[src/rtl/dmaw_pkg.sv]
package dmaw_pkg;
  localparam int WORD_W = 32;
  localparam int ATTR_VALID = 0;
  localparam int ATTR_END   = 1;
  localparam int ATTR_INT   = 2;
  localparam int ATTR_ACT_LO = 4;

  typedef enum logic [1:0] {
    PH_STOP   = 2'd0,
    PH_FETCH  = 2'd1,
    PH_CHADDR = 2'd2,
    PH_MOVE   = 2'd3
  } phase_e;

  typedef enum logic [1:0] {
    ACT_NOP  = 2'd0,
    ACT_RSV  = 2'd1,
    ACT_XFER = 2'd2,
    ACT_LINK = 2'd3
  } act_e;

  typedef struct packed {
    logic [31:0] addr;
    logic [15:0] len;
    logic        valid;
    logic        last;
    logic        intr;
    act_e        act;
    logic        aligned;
    logic        rsv_clean;
  } desc_t;
endpackage

[src/rtl/dmaw_decode.sv]
module dmaw_decode
  import dmaw_pkg::*;
(
  input  logic [63:0] raw,
  output desc_t       dsc
);
  always_comb begin
    dsc.addr      = raw[63:32];
    dsc.len       = raw[31:16];
    dsc.valid     = raw[ATTR_VALID];
    dsc.last      = raw[ATTR_END];
    dsc.intr      = raw[ATTR_INT];
    dsc.act       = act_e'(raw[ATTR_ACT_LO +: 2]);
    dsc.aligned   = (raw[33:32] == 2'b00) && (raw[17:16] == 2'b00);
    dsc.rsv_clean = (raw[15:6] == 10'd0) && !raw[3];
  end
endmodule

[src/rtl/dmaw_mover.sv]
module dmaw_mover
  import dmaw_pkg::*;
#(
  parameter int ADDR_W = 32,
  parameter int CNT_W  = 14
) (
  input  logic              clk,
  input  logic              rst_n,
  input  logic              go,
  input  logic              to_card,
  input  logic [ADDR_W-1:0] base,
  input  logic [CNT_W-1:0]  nwords,
  output logic              done,
  output logic              mem_req,
  output logic              mem_we,
  output logic [ADDR_W-1:0] mem_addr,
  output logic [WORD_W-1:0] mem_wdata,
  input  logic              mem_ack,
  input  logic [WORD_W-1:0] mem_rdata,
  output logic              tx_valid,
  input  logic              tx_ready,
  output logic [WORD_W-1:0] tx_data,
  input  logic              rx_valid,
  output logic              rx_ready,
  input  logic [WORD_W-1:0] rx_data
);
  typedef enum logic [2:0] {MV_IDLE, MV_RD, MV_PUSH, MV_POP, MV_WR} mv_e;

  mv_e               st_q;
  logic [ADDR_W-1:0] addr_q;
  logic [CNT_W-1:0]  left_q;
  logic [WORD_W-1:0] hold_q;
  logic              last_word;

  assign last_word = (left_q == CNT_W'(1));

  always_ff @(posedge clk or negedge rst_n) begin
    if (!rst_n) begin
      st_q   <= MV_IDLE;
      addr_q <= '0;
      left_q <= '0;
      hold_q <= '0;
      done   <= 1'b0;
    end else begin
      done <= 1'b0;
      unique case (st_q)
        MV_IDLE: if (go) begin
          addr_q <= base;
          left_q <= nwords;
          if (nwords == '0) done <= 1'b1;
          else st_q <= to_card ? MV_RD : MV_POP;
        end
        MV_RD: if (mem_ack) begin
          hold_q <= mem_rdata;
          st_q   <= MV_PUSH;
        end
        MV_PUSH: if (tx_ready) begin
          addr_q <= addr_q + ADDR_W'(4);
          left_q <= left_q - CNT_W'(1);
          if (last_word) begin
            done <= 1'b1;
            st_q <= MV_IDLE;
          end else st_q <= MV_RD;
        end
        MV_POP: if (rx_valid) begin
          hold_q <= rx_data;
          st_q   <= MV_WR;
        end
        MV_WR: if (mem_ack) begin
          addr_q <= addr_q + ADDR_W'(4);
          left_q <= left_q - CNT_W'(1);
          if (last_word) begin
            done <= 1'b1;
            st_q <= MV_IDLE;
          end else st_q <= MV_POP;
        end
        default: st_q <= MV_IDLE;
      endcase
    end
  end

  assign mem_req   = (st_q == MV_RD) || (st_q == MV_WR);
  assign mem_we    = (st_q == MV_WR);
  assign mem_addr  = addr_q;
  assign mem_wdata = hold_q;
  assign tx_valid  = (st_q == MV_PUSH);
  assign tx_data   = hold_q;
  assign rx_ready  = (st_q == MV_POP);

  // an offered outbound word stays offered and unchanged until taken
  assert_tx_hold_R3: assert property (@(posedge clk) disable iff (!rst_n)
    tx_valid && !tx_ready |=> tx_valid && $stable(tx_data));

  // a pending data access keeps its address until acknowledged
  assert_mem_hold_R13: assert property (@(posedge clk) disable iff (!rst_n)
    mem_req && !mem_ack |=> mem_req && $stable(mem_addr) && $stable(mem_we));
endmodule

[src/rtl/dmaw_engine.sv]
module dmaw_engine
  import dmaw_pkg::*;
#(
  parameter int ADDR_W = 32,
  parameter int SIZE_W = 24,
  parameter int LEN_W  = 16
) (
  input  logic              clk,
  input  logic              rst_n,
  input  logic              start,
  input  logic [ADDR_W-1:0] table_base,
  input  logic [SIZE_W-1:0] xfer_bytes,
  input  logic              to_card,
  output logic              busy,
  output logic              irq,
  output logic              err_desc,
  output logic              err_len,
  output logic [1:0]        err_state,
  output logic              mem_req,
  output logic              mem_we,
  output logic [ADDR_W-1:0] mem_addr,
  output logic [31:0]       mem_wdata,
  input  logic              mem_ack,
  input  logic [31:0]       mem_rdata,
  output logic              tx_valid,
  input  logic              tx_ready,
  output logic [31:0]       tx_data,
  input  logic              rx_valid,
  output logic              rx_ready,
  input  logic [31:0]       rx_data
);
  localparam int CNT_W = LEN_W - 2;
  localparam logic [ADDR_W-1:0] STRIDE = ADDR_W'(8);

  phase_e            ph_q;
  logic              half_q;
  logic              dir_q;
  logic [ADDR_W-1:0] ptr_q;
  logic [31:0]       lo_q, hi_q;
  logic [SIZE_W-1:0] size_q, moved_q, moved_nx;
  desc_t             dsc;
  phase_e            est_q;

  logic              mv_go, mv_done, mv_req, mv_we;
  logic [ADDR_W-1:0] mv_addr;

  dmaw_decode u_dec (.raw({hi_q, lo_q}), .dsc(dsc));

  assign mv_go = (ph_q == PH_CHADDR) && (dsc.act == ACT_XFER) && dsc.aligned && dsc.rsv_clean;
  assign moved_nx = moved_q + SIZE_W'(dsc.len);

  dmaw_mover #(.ADDR_W(ADDR_W), .CNT_W(CNT_W)) u_mv (
    .clk(clk), .rst_n(rst_n), .go(mv_go), .to_card(dir_q),
    .base(dsc.addr[ADDR_W-1:0]), .nwords(dsc.len[LEN_W-1:2]), .done(mv_done),
    .mem_req(mv_req), .mem_we(mv_we), .mem_addr(mv_addr), .mem_wdata(mem_wdata),
    .mem_ack(mem_ack), .mem_rdata(mem_rdata),
    .tx_valid(tx_valid), .tx_ready(tx_ready), .tx_data(tx_data),
    .rx_valid(rx_valid), .rx_ready(rx_ready), .rx_data(rx_data)
  );

  always_comb begin
    if (ph_q == PH_FETCH) begin
      mem_req  = 1'b1;
      mem_we   = 1'b0;
      mem_addr = ptr_q + (half_q ? ADDR_W'(4) : ADDR_W'(0));
    end else begin
      mem_req  = mv_req;
      mem_we   = mv_we;
      mem_addr = mv_addr;
    end
  end

  always_ff @(posedge clk or negedge rst_n) begin
    if (!rst_n) begin
      ph_q     <= PH_STOP;
      half_q   <= 1'b0;
      dir_q    <= 1'b0;
      ptr_q    <= '0;
      lo_q     <= '0;
      hi_q     <= '0;
      size_q   <= '0;
      moved_q  <= '0;
      irq      <= 1'b0;
      err_desc <= 1'b0;
      err_len  <= 1'b0;
      est_q    <= PH_STOP;
    end else begin
      irq <= 1'b0;
      unique case (ph_q)
        PH_STOP: if (start) begin
          ptr_q    <= table_base;
          size_q   <= xfer_bytes;
          dir_q    <= to_card;
          moved_q  <= '0;
          half_q   <= 1'b0;
          err_desc <= 1'b0;
          err_len  <= 1'b0;
          est_q    <= PH_STOP;
          ph_q     <= PH_FETCH;
        end
        PH_FETCH: if (mem_ack) begin
          if (!half_q) begin
            if (!mem_rdata[ATTR_VALID]) begin
              err_desc <= 1'b1;
              est_q    <= PH_FETCH;
              ph_q     <= PH_STOP;
            end else begin
              lo_q   <= mem_rdata;
              half_q <= 1'b1;
            end
          end else begin
            hi_q   <= mem_rdata;
            half_q <= 1'b0;
            ph_q   <= PH_CHADDR;
          end
        end
        PH_CHADDR: begin
          if (!dsc.rsv_clean || (dsc.act == ACT_XFER && !dsc.aligned)) begin
            err_desc <= 1'b1;
            est_q    <= PH_CHADDR;
            ph_q     <= PH_STOP;
          end else if (dsc.act == ACT_XFER) begin
            ph_q <= PH_MOVE;
          end else begin
            ptr_q <= (dsc.act == ACT_LINK) ? dsc.addr[ADDR_W-1:0] : ptr_q + STRIDE;
            irq   <= dsc.intr;
            if (dsc.last) begin
              ph_q <= PH_STOP;
              if (moved_q != size_q) begin
                err_len <= 1'b1;
                est_q   <= PH_CHADDR;
              end
            end else ph_q <= PH_FETCH;
          end
        end
        PH_MOVE: if (mv_done) begin
          moved_q <= moved_nx;
          ptr_q   <= ptr_q + STRIDE;
          irq     <= dsc.intr;
          if (dsc.last) begin
            ph_q <= PH_STOP;
            if (moved_nx != size_q) begin
              err_len <= 1'b1;
              est_q   <= PH_MOVE;
            end
          end else ph_q <= PH_FETCH;
        end
        default: ph_q <= PH_STOP;
      endcase
    end
  end

  assign busy      = (ph_q != PH_STOP);
  assign err_state = est_q;

  // an interrupt is a lone single-cycle pulse
  assert_irq_pulse_R8: assert property (@(posedge clk) disable iff (!rst_n)
    irq |=> !irq);

  // a latched error means the engine has stopped
  assert_err_stopped_R9: assert property (@(posedge clk) disable iff (!rst_n)
    (err_desc || err_len) |-> !busy);

  // a run begins with the error flags cleared
  assert_start_clears_R12: assert property (@(posedge clk) disable iff (!rst_n)
    $rose(busy) |-> !err_desc && !err_len && err_state == 2'd0);

  // all accesses are word aligned
  assert_word_aligned_R13: assert property (@(posedge clk) disable iff (!rst_n)
    mem_req |-> mem_addr[1:0] == 2'b00);

  // a pending fetch keeps its address until acknowledged
  assert_fetch_hold_R13: assert property (@(posedge clk) disable iff (!rst_n)
    mem_req && !mem_ack |=> mem_req && $stable(mem_addr));
endmodule

[config.mk]
export PLATFORM = sky130hd
export DESIGN_NAME = dmaw_engine
export DESIGN_NICKNAME = d
export VERILOG_FILES = /design/src/rtl/dmaw_pkg.sv /design/src/rtl/dmaw_decode.sv /design/src/rtl/dmaw_mover.sv /design/src/rtl/dmaw_engine.sv
export SDC_FILE = /design/constraint.sdc
export NUM_CORES = 1
export LEC_CHECK = 0
export ABC_AREA = 1
export BUFFER_PORTS_ARGS = -buffer_cell sky130_fd_sc_hd__clkbuf_2
export CAP_MARGIN = 20
export CORE_MARGIN = 10
export CORE_UTILIZATION = 60
export CTS_BUF_LIST = sky130_fd_sc_hd__clkbuf_8
export DETAILED_ROUTE_END_ITERATION = 10
export PLACE_DENSITY = 0.9
export SKIP_LAST_GASP = 1
export SLEW_MARGIN = 10
export SYNTH_ARGS = -nofsm -noshare
export SYNTH_HDL_FRONTEND = slang
export SYNTH_SLANG_ARGS = --single-unit
[constraint.sdc]
create_clock -name clk -period 4 [get_ports clk]
set_clock_uncertainty 0.1 [all_clocks]
set_input_delay 0.2 -clock clk [delete_from_list [all_inputs] [get_ports clk]]
set_output_delay 0.2 -clock clk [all_outputs]
set_load 0.03 [all_outputs]
### Yosys cells after proc, flatten, opt, wreduce, memory -nomap -nowiden

Index checks and enable logic that the tools add are counted.

| storage, ports and cells | value |
|---|---|
| register bits | 235 |
| output and inout bits | 106 |
| logic and storage cells | 177 |

| cells by class | value |
|---|---|
| add/subtract/negate cells | 5 |
| eq/ne operators | 34 |
| muxes and demuxes | 83 |
| bitwise operators | 1 |
| reduce and logical (&&, ||, !) cells | 37 |

Operators with widths:

| cell | number |
|---|---|
| two-way mux 32 bit | 11 |
| one-hot mux 32 bit (3 select lines) | 2 |
| one-hot mux 32 bit (2 select lines) | 1 |
| two-way mux 24 bit | 2 |
| inequality test 24 bit | 2 |
| one-hot mux 24 bit (2 select lines) | 1 |
| two-way mux 14 bit | 3 |
| one-hot mux 14 bit (3 select lines) | 1 |
| two-way mux 2 bit | 20 |
| adder 32 x 3 -> 32 bit | 1 |
| adder 32 x 3 -> 32 bit, second input constant | 1 |
| adder 32 x 4 -> 32 bit, second input constant | 1 |
| inequality test 2 bit, second input constant | 14 |
| two-way mux 1 bit | 27 |
| adder 24 x 16 -> 24 bit | 1 |
| two-way mux 3 bit | 7 |
| one-hot mux 2 bit (4 select lines) | 2 |
| one-hot mux 3 bit (5 select lines) | 1 |
| == test 14 x 1 -> 1 bit, second input constant | 1 |
| zero test 14 bit | 1 |
| subtractor 14 x 1 -> 14 bit, second input constant | 1 |
| AND reduction 3 bit | 4 |
| AND reduction 4 bit | 3 |
| AND reduction 6 bit | 2 |
| other kinds (24) | 50 |

### Longest topological paths before layout

| logic depth | value |
|---|---|
| word-level depth | 7 |
| mapped depth | 22 |
| depth with buffers taken out | 22 |

### Modules after synthesis

From an unflattened synthesis, not the netlist that was laid out.

| unflattened totals | value |
|---|---|
| cell total of the unflattened synthesis | 2354 |
| area total of the unflattened synthesis | 16044.1 sq um |

Modules (own cells, without submodules):

| module | times used | cells each | area each (sq um) | sequential area each (sq um) |
|---|---|---|---|---|
| dmaw_engine | 1 | 1387 | 9950.8 | 3828.7 |
| dmaw_mover | 1 | 896 | 5621.6 | 2052.0 |
| dmaw_decode | 1 | 71 | 471.7 | 0.0 |

### Least setup slack after synthesis

No wires, ideal clock.

| timing | value |
|---|---|
| kind | reg2out |
| start | register half_q |
| end | output mem_addr[14] |
| data arrival time | 2.307 ns |
| slack | 1.393 ns |
| cell stages (with the launch flop) | 13 |
| path buffers | 0 |
| cells stage by stage | dfrtp_1 > ha_1 > ha_1 > inv_1 > nor2_1 > inv_1 > nor2_1 > inv_1 > nor2_1 > inv_1 > nor2_2 > xor2_1 > o21ai_0 |

| on the way | value |
|---|---|
| longest elaborated chain between the ends | 3 |

Ends and longest elaborated chain:

| item | line | text |
|---|---|---|
| start, declared | dmaw_engine.sv:36 | `logic half_q;` |
| start signal, assigned | dmaw_engine.sv:76 | `half_q <= 1'b0;` |
| start signal, assigned | dmaw_engine.sv:95 | `half_q <= 1'b0;` |
| start signal, assigned | dmaw_engine.sv:109 | `half_q <= 1'b1;` |
| two-way mux 3 bit | dmaw_engine.sv:65 | `mem_addr = ptr_q + (half_q ? ADDR_W'(4) : ADDR_W'(0));` |
| adder 32 x 3 -> 32 bit | dmaw_engine.sv:65 |  |
| two-way mux 32 bit | dmaw_engine.sv:62 | `if (ph_q == PH_FETCH) begin` |
| end, declared | dmaw_engine.sv:21 | `output logic [ADDR_W-1:0] mem_addr,` |

Every way passes these cells.

### Worst setup path after layout

| timing | value |
|---|---|
| start | register half_q |
| end | output mem_addr[30] |

The elaborated chain is that of the path after synthesis.

==> metrics.md <==
| Metric | Value |
|---|---|
| Worst setup path category | `register to output port` |
| Drt initial violations | `2773` |
| GRT Util Overall | `0.3827` |
| Clk buf depth | `3` |
| Yosys reg bits | `234` |
| Unrepaired setup endpoints after global routing | `false` |
| Routed length on met3 | `roughly 7.8 mm` |
| Htree depth | `2` |
| Peak supply drop | `between 0.9 and 1 mV` |
| Main flop type after synthesis | `dfrtp_1` |
| Synth area leaders | `dfrtp_1 39%, nand2_1 14%, inv_1 6.5%` |
| Port buffer count | `between 200 and 250` |
| Critical path's top delay family | `simple AND/OR/NAND/NOR gates` |
| Worst path cell trace | `ha_1 -> ha_1 -> inv_1 -> nor2_1 -> inv_1 -> nor2_1 -> inv_1 -> nor2_1 -> inv_1 -> nor2_2 -> nand2_1 -> xor2_1 -> o21ai_1 -> clkbuf_2` |
| Hold WC Path Type | `input port to register` |
| Crit-path max FO | `10` |
| WP data required | `about 3.7 ns` |
| Via count | `around 17000` |
| Vias in the first global route | `between 15000 and 20000` |
| Die area | `between 0.03 and 0.04 mm2` |
| Io pins | `~230` |
| Metal2 WL | `27.96 mm` |
| Core Box Area | `0.02432 mm2` |
| Initial Util | `0.6098` |
| Clk sinks | `234` |
| Setup violators final | `0` |
| Power, Total | `~16 mW` |
| Worst-Skew Late Latency | `a little under 0.6 ns` |
| Cell taking the most area after synthesis | `dfrtp_1` |
| Post-synth top area share | `0.3948` |
| Sw Share | `0.5348` |
| Post-CTS Setup Bufs | `0` |
| EDFF count, synth | `0` |
| Worst-Margin Slew | `about 1.1 ns` |
| F_max | `271.3 MHz` |
| CTS tree | `built` |
| Fin area | `roughly 0.018 mm2` |
| Root Buffer | `clkbuf_8` |
| Fill cell count | `between 1500 and 2000` |
| Internal Power | `around 7.5 mW` |
| Area Overhead vs Synth | `24.52%` |
| # Max-Cap Violations | `0` |
| Ratio of cells with drive above 1 in the final layout | `0.1552` |
| TritonCTS buffer count | `roughly 40` |
| Largest net degree at the start of global routing | `101` |
| Gates resized, CTS repair | `0` |
| Max Used Layer | `met4` |
| Clock Power Share | `0.147` |
| Max stage delay on crit path | `around 0.44 ns` |
| Syn avg cell area | `a little over 7 um2` |
| Wl on met1 | `around 23 mm` |
| Asr flop ratio synth | `1.000` |
| Placed cell area | `0.01605 mm2` |
| Power Dens Cells | `871.1 mW/mm2` |
| Period minus WS final | `3.686 ns` |
| ANT nets after route | `0` |
| Min Hold Slack | `a little under 0.02 ns` |
| Max-slew violations | `0` |
| Unique masters post-synth | `just under 60` |
| DR pass1 iterations | `6` |
| Crit path launch type | `register` |
| Cells after Synth | `between 2000 and 2500` |
| Tcrit/Tclk final | `0.9215` |
| Final Util | `0.7593` |
| Die X-Extent | `about 180 um` |
| Drt via density | `a little over 6` |
| First-pass GRT wire length | `about 95 mm` |
| Initial antenna violation count | `1` |
| Net Count, Synth | `2205` |
| P_sw | `8.603 mW` |
| Worst setup EP type | `output port` |
| Rows | `57` |
| Synth warnings | `0` |
| Total Routed Length | `just over 60 mm` |
| Slowest cell on the critical path | `dfrtp_1` |
| Setup TNS Final | `0 ns` |
| Final hold violation count | `0` |
| Worst slew margin | `0.2495` |
| Combinational power share | `0.558` |
| Layout Nets | `~2600` |
| HPWL after DPL | `just over 40 mm` |
| Status | `finished clean` |
| Clock transition at path regs | `roughly 0.060 ns` |
| Netlist Area Pre-Place | `approximately 0.015 mm2` |
| Leakage | `~9 nW` |
| DRC | `0` |
| GP Congestion | `1.024` |
| Average wire per standard cell | `22.57 um` |
| Grt ovf | `0` |
| CP Data Arrival Time | `3.39 ns` |
| Power share of the sequential group | `0.296` |
| Sequential-to-total area share from yosys stat | `0.3948` |
| Overall die height | `177.2 um` |
| Worst path bufs/invs | `5` |
| Critical Path Most Common Cell | `inv_1` |
[sequential cells by signal, summed over array words and instances, names as in the netlist, 14 cells and up]
signal	count
hi_q	32
lo_q	31
moved_q	24
ptr_q	32
size_q	24
u_mv.left_q	14
u_mv.mem_addr	32
u_mv.mem_wdata	32
[worst reg2reg max path: cells and delay by family, from the launching register on]
family	cells	cell delay (ns)
buffers and inverters	3	0.24
AND/OR/NAND/NOR	16	1.74
adder cells (fa/ha/maj)	2	0.69
flip-flops	1	0.46
[kinds of logic after synthesis]
logic type | after synthesis | synth area share
AOI/OAI and AO/OA | 395 | 0.1550
xor gates and xnor gates | 78 | 0.04699
adders and majority gates | 29 | 0.02497
buffers and inverters | 370 | 0.1041
DFF | 234 | 0.3948
muxes | 8 | 0.005905
and+or+nand+nor | 935 | 0.2682
[layer usage]
layer  up-vias  GRT usage
li1       7367          -
met1      7870     0.4737
met2      1414     0.6031
met3       320    0.09964
met4         0     0.2021
met5         -          0
[what timing repair did]
| item | in CTS | in global routing |
|---|---|---|
| hold buffers | 151 | 0 |
| setup endpoints to repair | 0 | 0 |
| hold endpoints to repair | 248 | 0 |
[final timing paths]
path	start	to	slack, ns	depth (start not counted)
max in group asynchronous	rst_n	u_mv.st_q[0]$_DFFE_PN0P_	2.65	3
worst min register to register	u_mv.mem_addr[0]$_DFFE_PN0P_	u_mv.mem_addr[0]$_DFFE_PN0P_	0.39	2
worst min-delay path	table_base[31]	ptr_q[31]$_DFFE_PN0P_	0.02	5
worst max-delay path	half_q$_DFFE_PN0P_	mem_addr[30]	0.31	14
worst max register to register	lo_q[16]$_DFFE_PN0P_	err_len$_DFFE_PN0P_	0.65	21
min in group asynchronous	rst_n	hi_q[24]$_DFFE_PN0P_	0.17	2
[final cells by class]
cell class              instances  area (um2)  area share
multi-input cells            1445        7457      0.4038
well taps                     324       405.4     0.02195
diodes                          7       17.52   0.0009486
clock inverters                20       123.9    0.006708
repair buffers                404        2885      0.1562
inverters                     268        1006     0.05447
clock buffers                  52       715.7     0.03876
flip-flops and latches        234        5856      0.3171
[per-stage QoR]
step | setup WS, ns | cells
after floorplan | 1.393 | 2049
after global placement | 1.035 | 2522
after detailed placement | 0.9920 | 2522
after CTS | 0.3820 | 2745
after global routing | 0.02720 | 2748
final | 0.3139 | 2754
[power groups by stage]
stage,combinational (mW),sequential [mW],clock [mW]
after floorplan,5.61,4.51,0
after global placement,7.78,4.58,0
after detailed placement,7.96,4.61,0
after CTS,8.46,4.59,2.29
after global routing,9.59,4.81,2.44
final,8.97,4.76,2.36
[Yosys cell counts, drive strengths merged, types with 3 or more instances]
master and count:
a21oi 64, a221oi 12, a22oi 25, a31oi 37
buf 50, clkbuf 52, dfrtp 234, ha 28
inv 266, mux2 6, nand2 550, nand3 95
nand3b 5, nand4 20, nor2 206, nor3 38
nor4 16, o2111ai 7, o211ai 6, o21ai 191
o221ai 3, o22ai 40, xnor2 14, xor2 63
[cell usage in the layout (no fill, tap or decap), types with 6 or more instances in the layout]
master	Yosys	routed
a221oi_1	12	12
inv_1	257	272
o22ai_1	39	39
o211ai_1	6	6
nand3_2	6	7
o2111ai_1	7	7
a31oi_1	37	37
nand2_2	7	7
xor2_1	63	63
nor2_1	193	189
clkbuf_8	0	52
nand4_1	18	18
xnor2_1	14	14
nor3_1	32	32
o21ai_0	173	173
inv_2	9	9
nor4_1	15	15
nor2_2	11	14
dlygate4sd3_1	0	151
dfrtp_1	234	234
mux2_2	6	6
a21oi_1	62	62
o21ai_1	16	16
clkbuf_2	0	231
a22oi_1	25	25
buf_4	34	18
nand2_1	543	543
diode_2	0	7
nand3_1	88	87
ha_1	28	28
Note: power is estimated with default switching activity, not from simulation.
